`config.mk`:
```
export PLATFORM = sky130hd
export DESIGN_NAME = rfsh_sched
export DESIGN_NICKNAME = d
export VERILOG_FILES = /design/src/rtl/rfsh_pkg.sv /design/src/rtl/rfsh_interval_timer.sv /design/src/rtl/rfsh_pending_ctr.sv /design/src/rtl/rfsh_row_ctr.sv /design/src/rtl/rfsh_seq_fsm.sv /design/src/rtl/rfsh_sched.sv
export SDC_FILE = /design/constraint.sdc
export NUM_CORES = 1
export LEC_CHECK = 0
export ABC_AREA = 1
export BUFFER_PORTS_ARGS = -buffer_cell sky130_fd_sc_hd__buf_2
export CELL_PAD_IN_SITES_DETAIL_PLACEMENT = 0
export CELL_PAD_IN_SITES_GLOBAL_PLACEMENT = 1
export CORE_UTILIZATION = 43
export CTS_CLUSTER_SIZE = 16
export DETAILED_ROUTE_END_ITERATION = 7
export PLACE_DENSITY_LB_ADDON = 0.1
export SLEW_MARGIN = 20
export SYNTH_ARGS = -nofsm -noshare
export SYNTH_HDL_FRONTEND = slang
export SYNTH_SLANG_ARGS = --single-unit
```
`constraint.sdc`:
```
create_clock -name clk -period 4 [get_ports clk]
set_input_delay 0.8 -clock clk [delete_from_list [all_inputs] [get_ports clk]]
set_output_delay 0.8 -clock clk [all_outputs]
set_load 0.03 [all_outputs]
```
`src/rtl/rfsh_pkg.sv`:
```
package rfsh_pkg;

  // Phases of one refresh burst.
  typedef enum logic [1:0] {
    ST_IDLE  = 2'd0,  // bus not owned
    ST_SETUP = 2'd1,  // CAS low (CBR) or row valid (RAS-only), RAS high
    ST_ACT   = 2'd2,  // RAS low
    ST_PRE   = 2'd3   // RAS high, precharge
  } rfsh_state_e;

  function automatic int max3(input int a, input int b, input int c);
    int m;
    m = (a > b) ? a : b;
    return (m > c) ? m : c;
  endfunction

endpackage

```
`src/rtl/rfsh_interval_timer.sv`:
```
module rfsh_interval_timer #(
  parameter int INTERVAL = 1560
) (
  input  logic clk,
  input  logic rst_n,
  output logic tick
);
  localparam int CW = (INTERVAL > 1) ? $clog2(INTERVAL) : 1;
  localparam logic [CW-1:0] RELOAD = CW'(INTERVAL - 1);

  logic [CW-1:0] cnt;

  assign tick = (cnt == '0);

  always_ff @(posedge clk) begin
    if (!rst_n) begin
      cnt <= RELOAD;
    end else if (tick) begin
      cnt <= RELOAD;
    end else begin
      cnt <= cnt - CW'(1);
    end
  end
endmodule

```
`src/rtl/rfsh_pending_ctr.sv`:
```
module rfsh_pending_ctr #(
  parameter int MAX_PEND = 8
) (
  input  logic clk,
  input  logic rst_n,
  input  logic due,     // one refresh became due
  input  logic issued,  // one refresh completed
  output logic nonzero,
  output logic full
);
  localparam int PW = $clog2(MAX_PEND + 1);
  localparam logic [PW-1:0] LIMIT = PW'(MAX_PEND);

  logic [PW-1:0] level;

  assign nonzero = (level != '0);
  assign full    = (level == LIMIT);

  always_ff @(posedge clk) begin
    if (!rst_n) begin
      level <= '0;
    end else begin
      unique case ({due, issued})
        2'b10:   if (!full) level <= level + PW'(1);
        2'b01:   if (nonzero) level <= level - PW'(1);
        default: level <= level;  // both or neither: net unchanged
      endcase
    end
  end
endmodule

```
`src/rtl/rfsh_row_ctr.sv`:
```
module rfsh_row_ctr #(
  parameter int ROW_W = 11
) (
  input  logic             clk,
  input  logic             rst_n,
  input  logic             step,
  output logic [ROW_W-1:0] row
);
  always_ff @(posedge clk) begin
    if (!rst_n) begin
      row <= '0;
    end else if (step) begin
      row <= row + ROW_W'(1);
    end
  end
endmodule

```
`src/rtl/rfsh_seq_fsm.sv`:
```
module rfsh_seq_fsm
  import rfsh_pkg::*;
#(
  parameter int T_CSR = 1,
  parameter int T_RAS = 6,
  parameter int T_RP  = 5
) (
  input  logic        clk,
  input  logic        rst_n,
  input  logic        pend_nz,
  input  logic        gnt,
  input  logic        mode_sel,
  output rfsh_state_e state,
  output logic        mode_q,
  output logic        ras_done
);
  localparam int TMAX = max3(T_CSR, T_RAS, T_RP);
  localparam int CW   = (TMAX > 1) ? $clog2(TMAX) : 1;
  localparam logic [CW-1:0] LD_CSR = CW'(T_CSR - 1);
  localparam logic [CW-1:0] LD_RAS = CW'(T_RAS - 1);
  localparam logic [CW-1:0] LD_RP  = CW'(T_RP - 1);

  logic [CW-1:0] cnt;
  logic          phase_end;

  assign phase_end = (cnt == '0);
  assign ras_done  = (state == ST_ACT) && phase_end;

  always_ff @(posedge clk) begin
    if (!rst_n) begin
      state  <= ST_IDLE;
      cnt    <= '0;
      mode_q <= 1'b0;
    end else begin
      unique case (state)
        ST_IDLE: begin
          if (pend_nz && gnt) begin
            state  <= ST_SETUP;
            cnt    <= LD_CSR;
            mode_q <= mode_sel;
          end
        end
        ST_SETUP: begin
          if (phase_end) begin
            state <= ST_ACT;
            cnt   <= LD_RAS;
          end else begin
            cnt <= cnt - CW'(1);
          end
        end
        ST_ACT: begin
          if (phase_end) begin
            state <= ST_PRE;
            cnt   <= LD_RP;
          end else begin
            cnt <= cnt - CW'(1);
          end
        end
        ST_PRE: begin
          if (phase_end) begin
            // Drain back to back while work remains; CAS untouched.
            if (pend_nz) begin
              state <= ST_ACT;
              cnt   <= LD_RAS;
            end else begin
              state <= ST_IDLE;
              cnt   <= '0;
            end
          end else begin
            cnt <= cnt - CW'(1);
          end
        end
        default: state <= ST_IDLE;
      endcase
    end
  end
endmodule

```
`src/rtl/rfsh_sched.sv`:
```
module rfsh_sched
  import rfsh_pkg::*;
#(
  parameter int NBANK    = 2,
  parameter int ROW_W    = 11,
  parameter int INTERVAL = 1560,
  parameter int MAX_PEND = 8,
  parameter int T_CSR    = 1,
  parameter int T_RAS    = 6,
  parameter int T_RP     = 5
) (
  input  logic             clk,
  input  logic             rst_n,
  input  logic             ras_only_sel,
  input  logic             ref_gnt,
  output logic             ref_req,
  output logic             ref_urgent,
  output logic             bus_own,
  output logic [NBANK-1:0] dram_ras_n,
  output logic             dram_cas_n,
  output logic             dram_we_n,
  output logic [ROW_W-1:0] dram_addr
);
  logic        tick;
  logic        pend_nz;
  logic        pend_full;
  logic        ras_done;
  logic        burst_ras_only;
  logic [ROW_W-1:0] row;
  rfsh_state_e state;
  logic        ras_active;

  rfsh_interval_timer #(.INTERVAL(INTERVAL)) u_timer (
    .clk   (clk),
    .rst_n (rst_n),
    .tick  (tick)
  );

  rfsh_pending_ctr #(.MAX_PEND(MAX_PEND)) u_pend (
    .clk     (clk),
    .rst_n   (rst_n),
    .due     (tick),
    .issued  (ras_done),
    .nonzero (pend_nz),
    .full    (pend_full)
  );

  rfsh_seq_fsm #(.T_CSR(T_CSR), .T_RAS(T_RAS), .T_RP(T_RP)) u_seq (
    .clk      (clk),
    .rst_n    (rst_n),
    .pend_nz  (pend_nz),
    .gnt      (ref_gnt),
    .mode_sel (ras_only_sel),
    .state    (state),
    .mode_q   (burst_ras_only),
    .ras_done (ras_done)
  );

  rfsh_row_ctr #(.ROW_W(ROW_W)) u_row (
    .clk   (clk),
    .rst_n (rst_n),
    .step  (ras_done && burst_ras_only),
    .row   (row)
  );

  assign bus_own    = (state != ST_IDLE);
  assign ref_req    = pend_nz || bus_own;
  assign ref_urgent = pend_full;
  assign ras_active = (state == ST_ACT);

  // One strobe per bank, all driven from the same phase.
  for (genvar b = 0; b < NBANK; b++) begin : g_bank
    assign dram_ras_n[b] = ~ras_active;
  end

  assign dram_cas_n = ~(bus_own && !burst_ras_only);
  assign dram_we_n  = 1'b1;
  assign dram_addr  = (bus_own && burst_ras_only) ? row : '0;
endmodule

```
; ---- Word level (Yosys, flattened, before mapping)
; Cells that the tools add are included.
[classes]
add_sub_neg = 5
eq_ne = 12
n_mux = 16
bitwise_logic = 3
n_reduce_logical = 17
[op_table]
columns = cell, n
row1 = 2-to-1 mux 3 bit, 5
row2 = one-hot mux 3 bit (4 select lines), 1
row3 = "adder 11 x 1 -> 11 bit, second input constant", 1
row4 = logical NOT 11 bit, 1
row5 = 2-to-1 mux 11 bit, 1
row6 = "subtractor 11 x 1 -> 11 bit, second input constant", 1
row7 = 2-to-1 mux 2 bit, 5
row8 = 2-to-1 mux 4 bit, 2
row9 = "!= test 2 x 1 -> 1 bit, second input constant", 4
row10 = one-hot mux 2 bit (4 select lines), 1
row11 = one-hot mux 4 bit (2 select lines), 1
row12 = "== test 2 bit, second input constant", 3
row13 = logical AND 1 bit, 5
row14 = "adder 4 x 1 -> 4 bit, second input constant", 1
row15 = "== test 2 x 1 -> 1 bit, second input constant", 2
row16 = "== test 4 bit, second input constant", 1
row17 = "!= test 2 bit, second input constant", 2
row18 = AND reduction 4 bit, 1
row19 = nonzero test 2 bit, 2
row20 = nonzero test 4 bit, 1
row21 = "subtractor 4 x 1 -> 4 bit, second input constant", 1
row22 = logical NOT 3 bit, 1
row23 = inverter 1 bit, 3
row24 = AND reduction 3 bit, 1
row25 = 6 further kinds, 6
[word_totals]
register_bits = 32
input_bits = 4
output_inout_bits = 18
elab_cells = 59

; ---- Longest topological paths before layout
; Gate-level depths: netlist of run 1.
[logic_depth]
depth_word = 5
mapped_depth = 14
mapped_depth_nobuf = 14

; ---- Cells and area by module
; From an unflattened synthesis of run 1, not the netlist that was laid out.
[unflattened]
hier_cells = 299
area_unflattened_um2 = 1975.6
[by_module_without_submodules]
columns = mod, n_inst, cells_per_inst, area_per_inst_um2
row1 = rfsh_interval_timer, 1, 85, 563.0
row2 = rfsh_row_ctr, 1, 77, 524.3
row3 = rfsh_pending_ctr, 1, 52, 326.6
row4 = rfsh_seq_fsm, 1, 48, 315.3
row5 = rfsh_sched, 1, 37, 246.5

; ---- Worst setup path after synthesis of run 1
; OpenSTA, ideal clock, no wires.
[synth_timing]
kind = reg-to-output
start = reg u_seq.state[1]
end = out dram_addr[0]
arrival_ps = 1510
path_slack_ps = 1690
stages_incl_launch_ff = 6
cell_sequence = dfxtp_1 nor2_1 inv_1 nand2_1 clkbuf_1 nor2_1
[synth_via]
elab_chain_len = 3
[synth_rtl]
columns = element, line
row1 = "start, declared", rfsh_seq_fsm.sv:13  ; output rfsh_state_e state,
row2 = "start signal, assigned", rfsh_seq_fsm.sv:31  ; state <= ST_IDLE;
row3 = "start signal, assigned", rfsh_seq_fsm.sv:38  ; state <= ST_SETUP;
row4 = "start signal, assigned", rfsh_seq_fsm.sv:45  ; state <= ST_ACT;
row5 = nonzero test 2 bit, rfsh_sched.sv:66  ; assign bus_own = (state != ST_IDLE);
row6 = named net bus_own, rfsh_sched.sv:18  ; output logic bus_own,
row7 = logical AND 1 bit, rfsh_sched.sv:78  ; assign dram_addr = (bus_own && burst_ras_only) ? row : '0;
row8 = 2-to-1 mux 11 bit, rfsh_sched.sv:78
row9 = "end, declared", rfsh_sched.sv:22  ; output logic [ROW_W-1:0] dram_addr
; The timed path passes the listed nets, and every way through them passes these cells.

; ---- Worst setup path after layout of run 1
[layout_timing]
start = reg u_seq.state[1]
end = out dram_addr[0]
[layout_via]
elab_chain_len = 3
[layout_rtl]
columns = element, line
row1 = nonzero test 2 bit, rfsh_sched.sv:66
row2 = logical AND 1 bit, rfsh_sched.sv:78
row3 = 2-to-1 mux 11 bit, rfsh_sched.sv:78
; No other way between the ends.

==> qor.yml, run 1 <==
synth-async-reset-ratio_pct: 0
clk_pin_slew_ns: 0.06
yosysUniqueCellTypes: 28
vias: 1457
hp-class: "flip-flop to flip-flop"
worstPathArrival_ns: 1.72
yosysTopAreaCell: "dfxtp_1"
yosysSeqAreaShare_pct: 37.65
drt-initial-drc-count: 92
cts_tree: "yes"
crit_required_ns: 3.20
gp_congestion: 0.7133
timing.hold.ws_ns: 0.3927
hold_viol: 0
path_cells: "nor2_1, inv_1, nand2_1, nor2_1, buf_2"
h-tree-depth: 2
clock-sinks: 32
synth_edf_count: 0
viasPerCell: 4.582
synth_area_um2: 1702
syn_to_final_growth_pct: 13.31
antenna_cells: 0
cp-end-kind: "output pin"
tns_ns: 0
nets: 276
clock_skew_ns: 0.008273
die_w_um: 64.91
synth_common_cells: "inv_1 (47), nand2_1 (40), nor2_1 (33)"
clock_latency_ns: 0.29
min-delay-start: "u_timer.cnt[0]$_SDFF_PP1_"
num_io_pins: 22
syn_avg_cell_area_um2: 6.889
synthTopCellsByArea: "dfxtp_1 (38%), inv_1 (10%), nand2_1 (8.8%)"
fin_crit_ns: 2.520
grt_usage_pct: 17.77
cts_buffer_depth: 2
wl_mm: 3.201
synth_seq_cells: 32
clk_root_buffer_cell: "clkbuf_8"
yosys_warnings: 0
cts_buffers: 5
die_area_um2: 4213
hold_buffers: 0
hpwl_mm: 2.391
rsz0062_at_grt: "no"
r2r-start: "u_timer.cnt[0]$_SDFF_PP1_"
cp_top_family: "simple AND/OR/NAND/NOR gates"
synth_ff_type: "dfxtp_1"
post_drt_wl_per_cell_um: 10.07
antenna_found_initial: 0
worstSetupStartpointType: "flip-flop"
drive_above_1_share_pct: 15.19
synthesis.nets: 254
setup_viol: 0
drc: 0
critical_path.slowest_cell: "dfxtp_1"
start_util_pct: 45.79
path_max_fanout: 11
ant_nets: 0
die_y_um: 64.91
grt_pass1_vias: 1320
core_area_um2: 3716
grt_max_degree: 13
critPathBufInv: 2
portBuffers: 20
status: "completed"
pwr_density_cell_nw_per_um2: 448.5
placementRows: 22
peakVddDrop_mv: 0.3664
timing.fmax_mhz: 396.8
p_leak_nw: 0.8756
cap_viol_max_count: 0
grt-ovfl-total: 0
drv_slew: 0
yosysMostFrequentCell: "inv_1"
fin_crit_sh_pct: 63.01
synth_top_area_share_pct: 37.65
first_pass_iters: 4
postCtsSetupRepairBufs: 0
crit_start: "u_seq.state[1]$_SDFFE_PN0P_"
cts_resized: 0
synthCells: 247
critical_path.most_common_cell: "nor2_1"
crit_path_max_incr_delay_ns: 0.36
grt_pass1_wl_mm: 5.747
criticalPathCategory: "flip-flop to output pin"
final timing paths:
path                                   to  slack [ns]  cells past startpoint
max                          dram_addr[0]        1.48                      5
min             u_timer.cnt[0]$_SDFF_PP1_        0.39                      1
max reg2reg  u_pend.level[2]$_SDFFE_PN0P_        2.01                     14
min reg2reg     u_timer.cnt[0]$_SDFF_PP1_        0.39                      1
cells in the final DEF (no fill, tap or decap):
master,instances
inv_1,47
nand2_1,40
nor2_1,33
dfxtp_1,32
a21oi_1,22
buf_2,20
o21ai_0,15
nand3_1,13
nor3_1,9
clkbuf_8,6
xor2_1,5
ha_1,3
nand2_2,2
nor2_2,2
nand2_4,2
nor2_8,2
a31oi_1,2
o31ai_1,2
nor3_2,2
clkinv_2,2
nor4_1,1
nand3_4,1
nor2_4,1
nand4_1,1
inv_2,1
a211oi_1,1
a311oi_1,1
o211ai_1,1
conb_1,1
state kept, by name, summed over array words and instances (netlist names):
register and flops:
u_timer.cnt 11, u_seq.state 2, u_seq.cnt 3, u_seq.mode_q 1, u_row.row 11, u_pend.level 4
power breakdown:
part	switching (W)	internal (W)	leakage [nW]
combinational	0.000180	0.0000717	0.566
clock	0.000121	0.000137	0.0510
sequential	0.0000160	0.000338	0.259
total	0.000318	0.000547	0.876
through the flow:
step	utilization [%]	power (W)	cell area, um2	setup WS [ns]	cells
finish	51.89	0.0008648	1928	1.480	318
global route	51.89	0.0009206	1928	1.286	318
CTS	51.89	0.0008770	1928	1.456	318
detailed placement	49.39	0.0006149	1836	1.771	310
global placement	49.39	0.0006179	1836	1.813	310
floorplan	-	0.0005665	1702	1.690	247
cells by family (layout without fill, tap and decap cells):
kind of cell               count (synthesis)  count (layout)  synth area share [%]
DFF                                       32              32                 37.65
xor gates and xnor gates                   5               5                 2.573
AOI/OAI and AO/OA                         44              44                 13.90
buffers and inverters                     53              76                 12.13
adders and majority gates                  3               3                 2.206
other                                      1               1                0.2204
and+or+nand+nor                          109             109                 31.32
worst reg2reg max path, cell delays in order (launching register included):
cell and delay [ns]:
dfxtp_1 0.31, inv_1 0.07, ha_1 0.16, nand2_1 0.07
nor2_1 0.17, nand3_1 0.20, nand2_1 0.16, nand2_1 0.06
nand2_1 0.07, inv_1 0.06, ha_1 0.17, inv_1 0.05
nand2_1 0.05, xor2_1 0.19, a21oi_1 0.09
metal layers:
layer	part of all wire (%)	vias to the layer above	GRT usage (%)
li1	-	820	-
met1	54	608	24.14
met2	42	23	25.00
met3	3.3	6	4.754
met4	1.1	0	10.00
met5	0	-	0
cell type report:
| type | instances | area, um2 |
|---|---|---|
| Fill cell | 392 | 1788 |
| Timing Repair Buffer | 20 | 100.1 |
| Clock inverter | 2 | 10.01 |
| Sequential cell | 32 | 640.6 |
| Tap cell | 48 | 60.06 |
| Inverter | 48 | 180.2 |
| Multi-Input combinational cell | 162 | 854.6 |
| Clock buffer | 6 | 82.58 |
Power figures use the tool's default switching activity.
==> run 2, diff against run 1 <==
Settings changed: ABC_AREA 1 to 0, CORE_UTILIZATION 43 to 38.
Clock period 4 ns to 2.1 ns, I/O delays scaled along.
==> qor.yml, run 2 <==
r2r-start: "u_timer.cnt[1]$_SDFF_PP1_"  # was u_timer.cnt[0]$_SDFF_PP1_
peakVddDrop_mv: 0.4154  # was 0.3664 mV
worstSetupStartpointType: "flip-flop"  # unchanged
synthesis.nets: 204  # was 254
r2r_end: "u_pend.level[2]$_SDFFE_PN0P_"  # unchanged
pwr_density_cell_nw_per_um2: 731.7  # was 448.5 nW/um2
cap_viol_max_count: 0  # unchanged
drv_slew: 0  # unchanged
drc: 0  # unchanged
ant_nets: 0  # unchanged
cp_num_cells: 11  # was 5
p_leak_nw: 0.9211  # was 0.8756 nW
synth_top_area_share_pct: 37.81  # was 37.65%
status: "completed"  # unchanged
clk_pin_slew_ns: 0.07  # was 0.06 ns
synth_seq_cells: 32  # unchanged
viasPerCell: 5.401  # was 4.582
synth_area_um2: 1694  # was 1702 um2
grt-ovfl-total: 0  # unchanged
start_util_pct: 40.88  # was 45.79%
finalPower_w: 0.001503  # was 0.0008648 W
portBuffers: 20  # unchanged
relSlewSlack_pct: 66.35
clock_skew_ns: 0.007748  # was 0.008273 ns
nets: 233  # was 276
clock-sinks: 32  # unchanged
post_drt_wl_per_cell_um: 14.05  # was 10.07 um
tns_ns: 0  # unchanged
h-tree-depth: 2  # unchanged
synth_edf_count: 0  # unchanged
num_io_pins: 22  # unchanged
hold_buffers: 0  # unchanged
die_y_um: 68.77  # was 64.91 um
worst_pin_slew_ns: 0.5041
critical_path.most_common_cell: "mux2i_1"  # was nor2_1
placementRows: 23  # was 22
path_max_fanout: 3  # was 11
yosysMostFrequentCell: "dfxtp_1"  # was inv_1
synthTopCellsByArea: "dfxtp_1 (38%), nand2_1 (4.9%), and3_1 (4.8%)"  # was dfxtp_1 (38%), inv_1 (10%), nand2_1 (8.8%)
yosysTopAreaCell: "dfxtp_1"  # unchanged
final_cell_area_um2: 2054  # was 1928 um2
stdcell_count: 277  # was 318
cp_top_family: "simple AND/OR/NAND/NOR gates"  # unchanged
final_common_cell: "dfxtp_1"  # was inv_1
regToRegSetupSlack_ns: 0.11  # was 2.01 ns
setup_viol: 0  # unchanged
hold_viol: 0  # unchanged
criticalPathCategory: "flip-flop to flip-flop"  # was flip-flop to output pin
synth_ff_type: "dfxtp_1"  # unchanged
grt_pass1_wl_mm: 6.009  # was 5.747 mm
hp-class: "input pin to flip-flop"  # was flip-flop to flip-flop
antenna_found_initial: 0  # unchanged
clock_latency_ns: 0.28  # was 0.29 ns
grt_usage_pct: 17.37  # was 17.77%
drive_above_1_share_pct: 24.67  # was 15.19%
endpoint: "u_pend.level[2]$_SDFFE_PN0P_"  # was dram_addr[0]
largest_registers: "u_row.row: 11 flops, u_timer.cnt: 11 flops, u_pend.level: 4 flops"  # unchanged
cts_tree: "yes"  # unchanged
fin_crit_ns: 1.987
synth_common_cells: "dfxtp_1 (32), nand2_1 (22), nor2_1 (15)"  # was inv_1 (47), nand2_1 (40), nor2_1 (33)
cts_buffers: 5  # unchanged
crit_start: "u_timer.cnt[1]$_SDFF_PP1_"  # was u_seq.state[1]$_SDFFE_PN0P_
rr_worst_depth: 11  # was 14
yosysSeqAreaShare_pct: 37.81  # was 37.65%
hpwl_mm: 2.699  # was 2.391 mm
yosys_warnings: 0  # unchanged
synthCells: 197  # was 247
syn_avg_cell_area_um2: 8.600  # was 6.889 um2
wl_mm: 3.892  # was 3.201 mm
path_cells: "inv_2, ha_4, nor3b_4, nand4b_4, nand3_2, xnor2_2, ha_2, nor2_2, and4_1, mux2i_1, mux2i_1"  # was nor2_1, inv_1, nand2_1, nor2_1, buf_2
grt_pass1_vias: 1295  # was 1320
crit_path_max_incr_delay_ns: 0.34  # was 0.36 ns
critPathBufInv: 1  # was 2
rsz0062_at_grt: "yes"  # was no
die_area_um2: 4729  # was 4213 um2
timing.fmax_mhz: 503.2
vias: 1496  # was 1457
die_w_um: 68.77  # was 64.91 um
syn_to_final_growth_pct: 21.27  # was 13.31%
critical_path.slowest_cell: "dfxtp_2"  # was dfxtp_1
clk_root_buffer_cell: "clkbuf_8"  # unchanged
dpl_cell_area_um2: 1882  # was 1836 um2
core_area_um2: 4144  # was 3716 um2
worstPathArrival_ns: 2.19  # was 1.72 ns
placed_cells: 266  # was 310
synth-async-reset-ratio_pct: 0  # unchanged
crit_required_ns: 2.30  # was 3.20 ns
yosysUniqueCellTypes: 43  # was 28
cts_buffer_depth: 2  # unchanged
final_cell_mix: "dfxtp_1 (29), nand2_1 (22), buf_2 (20)"  # was inv_1 (47), nand2_1 (40), nor2_1 (33)
antenna_cells: 0  # unchanged
gp_congestion: 0.7552  # was 0.7133
cp-end-kind: "flip-flop"  # was output pin
fin_crit_sh_pct: 94.63
grt_max_degree: 16  # was 13
drt-initial-drc-count: 41  # was 92
holdPathStages: 3  # was 1
first_pass_iters: 4  # unchanged
## run 2: cell types whose count changed after synthesis, sizes merged, moves of 9 or more
cell,previous run,this run
inv,48,7
nor2,38,15
nand2,44,22
and3,0,13
o21ai,15,4
a21oi,22,13
## run 2: area by class of cell
class	instances	area, um2
well taps	50	62.56
clock inverters	2	35.03
multi-input cells	149	1031
flip-flops and latches	32	644.4
repair buffers	31	182.7
fillers	431	2090
clock buffers	6	72.57
inverters	7	26.28
## run 2: cell families (layout without fill, tap and decap cells)
| group | count (synthesis) | after routing | synth area share (%) |
|---|---|---|---|
| adder cells (fa/ha/maj) | 3 | 3 | 2.216 |
| flip-flops | 32 | 32 | 37.81 |
| buffers and inverters | 16 | 46 | 4.357 |
| XOR/XNOR | 12 | 12 | 6.204 |
| other | 1 | 1 | 0.2214 |
| AND/OR/NAND/NOR | 98 | 98 | 34.86 |
| multiplexers | 7 | 7 | 4.136 |
| AO/OA/AOI/OAI | 28 | 28 | 10.19 |
## run 2: routing by layer
| layer | share of wire, % | track usage [%] |
|---|---|---|
| met1 | 48 | 21.99 |
| met2 | 49 | 28.43 |
| met3 | 2.8 | 3.947 |
| met4 | 1.1 | 6.888 |
| met5 | 0 | 0 |
## run 2: worst min path at each step
stage	slack, ns	endpoint	start
4_1_cts	0.37	u_seq.mode_q$_SDFFE_PN0P_	ras_only_sel
3_3_place_gp	0.39	u_timer.cnt[0]$_SDFF_PP1_	u_timer.cnt[0]$_SDFF_PP1_
6_report	0.37	u_seq.mode_q$_SDFFE_PN0P_	ras_only_sel
2_1_floorplan	0.38	u_timer.cnt[0]$_SDFF_PP1_	u_timer.cnt[0]$_SDFF_PP1_
3_5_place_dp	0.40	u_timer.cnt[0]$_SDFF_PP1_	u_timer.cnt[0]$_SDFF_PP1_
5_1_grt	0.42	u_seq.mode_q$_SDFFE_PN0P_	ras_only_sel
## run 2: timing repair
item,4_1_cts,5_1_grt
setup buffers,0,3
endpoints found under the setup margin,0,1
resized for setup,0,12
hold endpoints to repair,0,0
## run 2: worst reg2reg max path, stage by stage, from the launching register on
cell,delay (ns)
dfxtp_2,0.34
inv_2,0.07
ha_4,0.13
nor3b_4,0.25
nand4b_4,0.14
nand3_2,0.10
xnor2_2,0.11
ha_2,0.21
nor2_2,0.03
and4_1,0.19
mux2i_1,0.17
mux2i_1,0.19
## run 2: per-stage QoR
stage | util [%] | hold WS, ns | setup slack, ns
global placement | 45.41 | 0.3881 | 0.1484
global route | 49.58 | 0.4154 | -0.03534
floorplan | - | 0.3789 | 0.03249
detailed placement | 45.41 | 0.3960 | 0.04021
CTS | 48.01 | 0.3745 | 0.01491
finish | 49.58 | 0.3740 | 0.1128
## run 2: report_power, final
part           leakage [nW]  internal [W]  total [W]  switching (W)
registers             0.259      0.000627   0.000657      0.0000306
logic                 0.607     0.0000988   0.000267       0.000169
clock network        0.0552      0.000352   0.000578       0.000226
